File: src/rtl/rtc_status_pkg.sv
package rtc_status_pkg;
  localparam int SR_W      = 8;
  localparam int BIT_BAT   = 7;
  localparam int BIT_AL1   = 6;
  localparam int BIT_AL0   = 5;
  localparam int BIT_RWEL  = 2;
  localparam int BIT_WEL   = 1;
  localparam int BIT_RTCF  = 0;

  localparam logic [SR_W-1:0] CMD_ARM1 = 8'h02;
  localparam logic [SR_W-1:0] CMD_ARM2 = 8'h06;
  localparam logic [SR_W-1:0] CMD_LOCK = 8'h00;
endpackage

File: src/rtl/rtc_alarm_flag.sv
module rtc_alarm_flag (
  input  logic clk,
  input  logic rst,
  input  logic hit,
  input  logic rd_start,
  input  logic rd_last,
  output logic flag_q
);
  logic snap_q;

  always_ff @(posedge clk) begin
    if (rst) begin
      flag_q <= 1'b0;
      snap_q <= 1'b0;
    end else if (rd_last) begin
      flag_q <= (flag_q & ~snap_q) | hit;
      snap_q <= 1'b0;
    end else begin
      flag_q <= flag_q | hit;
      if (rd_start) snap_q <= flag_q;
    end
  end
endmodule

File: src/rtl/rtc_wr_gate.sv
module rtc_wr_gate
  import rtc_status_pkg::*;
(
  input  logic            clk,
  input  logic            rst,
  input  logic            sr_wr,
  input  logic            ccr_wr,
  input  logic [SR_W-1:0] wr_data,
  output logic            wel_q,
  output logic            rwel_q,
  output logic            rtcf_q,
  output logic            open_o
);
  assign open_o = wel_q & rwel_q;

  always_ff @(posedge clk) begin
    if (rst) begin
      wel_q  <= 1'b0;
      rwel_q <= 1'b0;
      rtcf_q <= 1'b1;
    end else begin
      if (sr_wr) begin
        case (wr_data)
          CMD_ARM1: begin
            wel_q  <= 1'b1;
            rwel_q <= 1'b0;
          end
          CMD_ARM2: if (wel_q) rwel_q <= 1'b1;
          CMD_LOCK: begin
            wel_q  <= 1'b0;
            rwel_q <= 1'b0;
          end
          default: ;
        endcase
      end
      if (ccr_wr && open_o) rtcf_q <= 1'b0;
    end
  end
endmodule

File: src/rtl/rtc_status_reg.sv
module rtc_status_reg
  import rtc_status_pkg::*;
#(
  parameter int ADDR_W     = 9,
  parameter int SR_ADDR    = 'h03F,
  parameter int NUM_ALARMS = 2
) (
  input  logic                  clk,
  input  logic                  rst,
  input  logic                  wr_en,
  input  logic [ADDR_W-1:0]     wr_addr,
  input  logic [SR_W-1:0]       wr_data,
  input  logic                  rd_start,
  input  logic                  rd_last,
  input  logic [NUM_ALARMS-1:0] alarm_hit,
  input  logic                  on_backup,
  output logic [SR_W-1:0]       status_q,
  output logic                  ccr_wr_ok
);
  localparam logic [ADDR_W-1:0] SR_A = ADDR_W'(SR_ADDR);
  localparam int FLAG_SLOTS = 2;

  logic                  is_sr;
  logic                  sr_wr;
  logic                  ccr_wr;
  logic                  bat_q;
  logic                  wel_q;
  logic                  rwel_q;
  logic                  rtcf_q;
  logic [NUM_ALARMS-1:0] flags;
  logic [FLAG_SLOTS-1:0] flag_view;

  assign is_sr  = (wr_addr == SR_A);
  assign sr_wr  = wr_en & is_sr;
  assign ccr_wr = wr_en & ~is_sr;

  always_ff @(posedge clk) begin
    if (rst) bat_q <= 1'b0;
    else     bat_q <= on_backup;
  end

  for (genvar i = 0; i < NUM_ALARMS; i++) begin : g_alarm
    rtc_alarm_flag u_flag (
      .clk      (clk),
      .rst      (rst),
      .hit      (alarm_hit[i]),
      .rd_start (rd_start),
      .rd_last  (rd_last),
      .flag_q   (flags[i])
    );
  end

  for (genvar j = 0; j < FLAG_SLOTS; j++) begin : g_view
    if (j < NUM_ALARMS) begin : g_used
      assign flag_view[j] = flags[j];
    end else begin : g_empty
      assign flag_view[j] = 1'b0;
    end
  end

  rtc_wr_gate u_gate (
    .clk     (clk),
    .rst     (rst),
    .sr_wr   (sr_wr),
    .ccr_wr  (ccr_wr),
    .wr_data (wr_data),
    .wel_q   (wel_q),
    .rwel_q  (rwel_q),
    .rtcf_q  (rtcf_q),
    .open_o  (ccr_wr_ok)
  );

  always_comb begin
    status_q           = '0;
    status_q[BIT_BAT]  = bat_q;
    status_q[BIT_AL1]  = flag_view[1];
    status_q[BIT_AL0]  = flag_view[0];
    status_q[BIT_RWEL] = rwel_q;
    status_q[BIT_WEL]  = wel_q;
    status_q[BIT_RTCF] = rtcf_q;
  end
endmodule

File: config.mk
export PLATFORM = sky130hd
export DESIGN_NAME = rtc_status_reg
export DESIGN_NICKNAME = d
export VERILOG_FILES = /design/src/rtl/rtc_status_pkg.sv /design/src/rtl/rtc_alarm_flag.sv /design/src/rtl/rtc_wr_gate.sv /design/src/rtl/rtc_status_reg.sv
export SDC_FILE = /design/constraint.sdc
export NUM_CORES = 1
export LEC_CHECK = 0
export CORE_AREA = 2 2 39 41
export CTS_CLUSTER_DIAMETER = 80
export DETAILED_ROUTE_END_ITERATION = 6
export DIE_AREA = 0 0 41 43
export DONT_BUFFER_PORTS = 1
export GPL_TIMING_DRIVEN = 0
export PLACE_DENSITY = 0.55
export REMOVE_ABC_BUFFERS = 1
export SLEW_MARGIN = 20
export SYNTH_ARGS = -nofsm -noshare
export SYNTH_HDL_FRONTEND = slang
export SYNTH_SLANG_ARGS = --single-unit
File: constraint.sdc
create_clock -name clk -period 1.6 [get_ports clk]
set_input_delay 0.32 -clock clk [delete_from_list [all_inputs] [get_ports clk]]
set_output_delay 0.32 -clock clk [all_outputs]
set_load 0.02 [all_outputs]
# After elaboration in Yosys (flattened, before gate mapping)
# Cells that the tools add are included.
dict set report totals {
  word_cells 37
  register_bits 8
  out_inout_bits 9
  inputBits 25
}
dict set report op_classes {
  bitwise_logic 12
  mux 5
  eq_ne 4
  reduce_logical 8
}
# op n
set ops {}
lappend ops {{== test 9 x 6 -> 1 bit, second input constant} 1}
lappend ops {{== test 8 x 2 -> 1 bit, second input constant} 1}
lappend ops {{== test 8 x 3 -> 1 bit, second input constant} 1}
lappend ops {{logical NOT 8 bit} 1}
lappend ops {{AND 1 bit} 5}
lappend ops {{OR 1 bit} 4}
lappend ops {{one-hot mux 1 bit (2 select lines)} 2}
lappend ops {{nonzero test 2 bit} 2}
lappend ops {{OR reduction 2 bit} 2}
lappend ops {{2-to-1 mux 1 bit} 3}
lappend ops {{inverter 1 bit} 3}
lappend ops {{AND reduction 3 bit} 1}
lappend ops {{inequality test 2 x 1 -> 1 bit, second input constant} 1}
lappend ops {{AND reduction 2 bit} 1}
lappend ops {{logical AND 1 bit} 1}

# Longest topological paths before layout
dict set report depth {
  word_depth 4
  mapped_depth 4
}

# Cells and area by module
# A second synthesis with hierarchy kept.
dict set report unflattened {
  hier_cells 46
  hier_area_um2 420.4
}
# mod area_per_inst_um2 instances cells_each seq_area_each_um2
set modules_own_cells {}
lappend modules_own_cells {rtc_alarm_flag 77.6 2 7 40.0}
lappend modules_own_cells {rtc_wr_gate 152.6 1 17 60.1}
lappend modules_own_cells {rtc_status_reg 112.6 1 15 20.0}

# Least setup slack after synthesis
# No wires, ideal clock.
dict set report synth_path {
  kind {input to register}
  startpoint {input port wr_addr[6]}
  endpoint {register u_gate.wel_q}
  setup_time_ns 0.128
  n_path_buf 0
  stages 4
  slack_ns 0.121
  arrival_time_ns 1.350
  required_time_ns 1.472
  path_cell_list {or2_1 > or4_4 > o31ai_2 > a21oi_1}
}
dict set report synth_via {
  elab_chain_cells 3
}
# item line
set synth_lines {}
lappend synth_lines {{start, declared} rtc_status_reg.sv:11} ;# input logic [ADDR_W-1:0] wr_addr,
lappend synth_lines {{== test 9 x 6 -> 1 bit} rtc_status_reg.sv:33} ;# assign is_sr = (wr_addr == SR_A);
lappend synth_lines {{AND 1 bit} rtc_status_reg.sv:34} ;# assign sr_wr = wr_en & is_sr;
lappend synth_lines {{AND reduction 2 bit (no source line)} --}
lappend synth_lines {{end signal, assigned} rtc_wr_gate.sv:18} ;# wel_q <= 1'b0;
lappend synth_lines {{end signal, assigned} rtc_wr_gate.sv:25} ;# wel_q <= 1'b1;
lappend synth_lines {{end signal, assigned} rtc_wr_gate.sv:30} ;# wel_q <= 1'b0;
lappend synth_lines {{end, declared} rtc_wr_gate.sv:9} ;# output logic wel_q,
# Every way passes these cells.
# A chain may end at the register's enable or synchronous reset.

# Final worst setup path
dict set report layout_path {
  startpoint {register u_gate.wel_q}
  endpoint {output port ccr_wr_ok}
}
dict set report layout_via {
  elab_chain_cells 1
}
# item line
set layout_lines {}
lappend layout_lines {{AND 1 bit} rtc_wr_gate.sv:14} ;# assign open_o = wel_q & rwel_q;
lappend layout_lines {{end, declared} rtc_status_reg.sv:18} ;# output logic ccr_wr_ok
# Every way passes these cells.

==> results <==
==> cells in the final DEF, fill, tap and decap left out, types with 2 or more instances in the layout <==
| master | instances |
|---|---|
| clkbuf_4 | 3 |
| nor3_1 | 4 |
| nor2_1 | 3 |
| nand3_1 | 3 |
| nor4_1 | 2 |
| a21oi_1 | 3 |
| conb_1 | 2 |
| nand2_1 | 3 |
| mux2i_1 | 2 |
| dfxtp_1 | 8 |
==> how the worst max path moves through the flow <==
stage                      start      endpoint  cells after the start  slack (ps)
floorplan             wr_addr[6]  u_gate.wel_q                      4         130
global placement      wr_addr[6]  u_gate.wel_q                      4         100
detailed placement    wr_addr[6]  u_gate.wel_q                      4          90
CTS                 u_gate.wel_q     ccr_wr_ok                      1         190
global route        u_gate.wel_q     ccr_wr_ok                      1         150
finish              u_gate.wel_q     ccr_wr_ok                      1         210
==> through the flow <==
step	util	worst slack, ps	total power [uW]
global placement	0.271	98.7	239
floorplan	-	126	238
CTS	0.288	187	395
finish	0.288	208	383
detailed placement	0.271	90.3	240
global route	0.288	151	411
==> sequential cells by signal, summed over array words and instances, names as in the netlist <==
signal,flops
u_gate.wel_q,1
u_gate.rwel_q,1
g_alarm.u_flag.snap_q,2
bat_q,1
g_alarm.u_flag.flag_q,2
u_gate.rtcf_q,1
==> cell type report <==
cell class                 instances  area, um^2
tap                               16        20.0
clock buffer                       3        22.5
sequential                         8         160
fill                             152         986
multi-input combinational         32         195
==> power groups by stage <==
stage	Sequential [uW]	Combinational (uW)	Clock (uW)
global placement	220	19.2	0
global route	217	22.6	171
detailed placement	220	19.8	0
CTS	216	19.8	160
floorplan	219	18.2	0
finish	216	19.6	148
==> cells by family after synthesis <==
family | share of synthesized area
buffers and inverters | 0.154
other | 0.00903
AND/OR/NAND/NOR | 0.298
flip-flops | 0.386
AO/OA/AOI/OAI | 0.105
multiplexers | 0.0482
==> per-layer routing <==
layer,vias up,track usage
met3,0,0.0681
met1,135,0.0942
li1,153,-
met2,22,0.134
met5,-,0
met4,0,0.0600
==> summary.md <==
The switching share of total power came out at 0.216. The total setup violations reported at the end of the flow was 0. Gate count of the mapped netlist: 48. The tools report the reported max-cap violation count as 0. After clock tree synthesis, the clock-pin slew on the worst setup and hold paths is 50 ps.

Summed over all nets, the half-perimeter wirelength after detailed placement is 612 um. The total routing usage reported by global routing was 0.0947. The highest metal layer with signal wires was met3. Among all flip-flop cells after synthesis, the most frequent one is dfxtp_1.

The part of the total power dissipated in sequential elements came out at 0.563. For this block, wires on met1 add up to 256 um. The boundary pin count came out at 34. Cell class contributing the biggest share of worst-path delay: flip-flops. The worst-case reg-to-reg path depth works out to 3.

In this run the most critical hold path is launched from rst. TritonCTS built the clock tree. The post-detailed-route DRC marker count is 0, and the CTS buffer count is 3. Of all nets on the critical path, the largest fanout is 4.

The total overflow left after global routing is 0. Across the VDD grid, the largest voltage drop is 0.207 mV. The cell area power density was 963 nW/um^2; the instance count after placement with tap cells included was 56.

Summing every instance area after synthesis gives 415 um^2. The number of synthesized flops with an enable pin was 0. The setup total negative slack was 0 ps.

STA puts the critical path data arrival time at 1070 ps. The number of clock sinks is 8, and the share of the synthesized area in the top cell type is 0.386. The run gives 370 ps as the setup slack of the worst register-to-register path. The number of buffers added on ports is 0, and the internal power component is 300 uW.

After floorplanning, the core was sized to cover 1380 um^2. Across all hold checks on the routed design, the worst slack comes to 137 ps. The path class of the tightest hold or removal check is primary input to flop. The first global-routing pass estimated 1.06 mm of wire. The commonest cells after synthesis are buf_4, dfxtp_1, nor3_1. By area the synthesized netlist is led by dfxtp_1, buf_4, mux2i_1. The tools report the part of the power in the clock network as 0.386.

The run finished with clean final reports. The worst-skew pair later-pin latency came out at 240 ps. By startpoint and endpoint, the worst setup path is classified as flop to primary output. In this run the critical register-to-register path is captured at u_gate.rtcf_q. The final number of max-transition violations came out at 0. Detailed routing placed a total of 141 um of wire on met3. Relative area change from synthesis to final layout: -4.22%.

The die span in y was 43 um; the count of instances resized after the clock tree is built was 0. The area of all placed cells without fillers came out at 398 um^2. For this block, the routed nets add up to 729 um of wire. The smallest clock period supported by the final layout is computed as 1390 ps.

The filler-free cell count of the finished design was 59; the via count of the first global-routing pass was 292. Detailed routing placed a total of 331 um of wire on met2. Setup repair after global routing left no endpoint under its margin. Fraction of layout instances using a drive strength above 1: 0.140. The tools report the combinational share of power as 0.051. STA classifies the critical path startpoint as a flop. In this run, synthesis produced a sequential element count of 8.

The x dimension of the die was 41 um. The number of buffers on the longest clock path was 2; the number of DRC markers in iteration 0 was 4. The signal on the critical path passes through and2_1. The weighted congestion at the end of routability-driven global placement was 0.618; the post-synthesis area per instance was 8.65 um^2. Yosys printed 0 warnings.

Summed over all nets, the switching power comes to 82.9 uW. In this run the critical register-to-register path is launched from u_gate.wel_q. The repair_antennas step left the layout with diodes totalling 0. After clock tree synthesis, the flow added hold-fix buffers numbering 0.

The number of iterations in the first detailed-routing pass was 2; the routed wire length per instance was 12.4 um. Summed over all cells, the static leakage comes to 0.000136 uW. The count of nets left with antenna violations once routing finished came out at 0. In this design, the stage delay of the slowest critical-path cell is 500 ps. The area of the die was 1760 um^2; the depth of the CTS H-tree was 1. The share of the clock period used by the worst path is 0.870, and the standard cell area after detailed placement is 375 um^2. The number of setup buffers added after CTS is 0. The tree is rooted in a clkbuf_4. Static timing analysis puts the maximum clock frequency at 718 MHz.

The worst-case hold path end point is u_gate.wel_q. The async set-or-reset flop fraction in the synthesized netlist was 0. The post-synthesis cell type with the largest combined area was dfxtp_1. Counting both buffers and inverters, the worst setup path holds a total of 0.

The number of distinct library cells after synthesis was 21. The net count of the finished layout is 70. The largest individual stage delay along the critical path comes from the cell dfxtp_1. The cell depth of the worst min-delay path is 1. Summing over every cut layer, the via total after detailed routing is 310. The number of hold-slack violations in the final timing report is 0.

The logs give 9 for the pin count of the biggest net entering global routing and 0 for the number of antenna violations at the first check in global routing. The starting density of the core is 0.300. After detailed routing, the number of vias per cell comes to 5.25. On the final layout, the worst clock skew is 1.14 ps. The initialized floorplan defines 14 standard-cell rows. The share of the yosys chip area belonging to registers is 0.386.

STA classifies the critical path endpoint as a primary output. The run gives 1280 ps as the data required time of the worst path.
No activity file was read; power rests on OpenSTA's default activity.
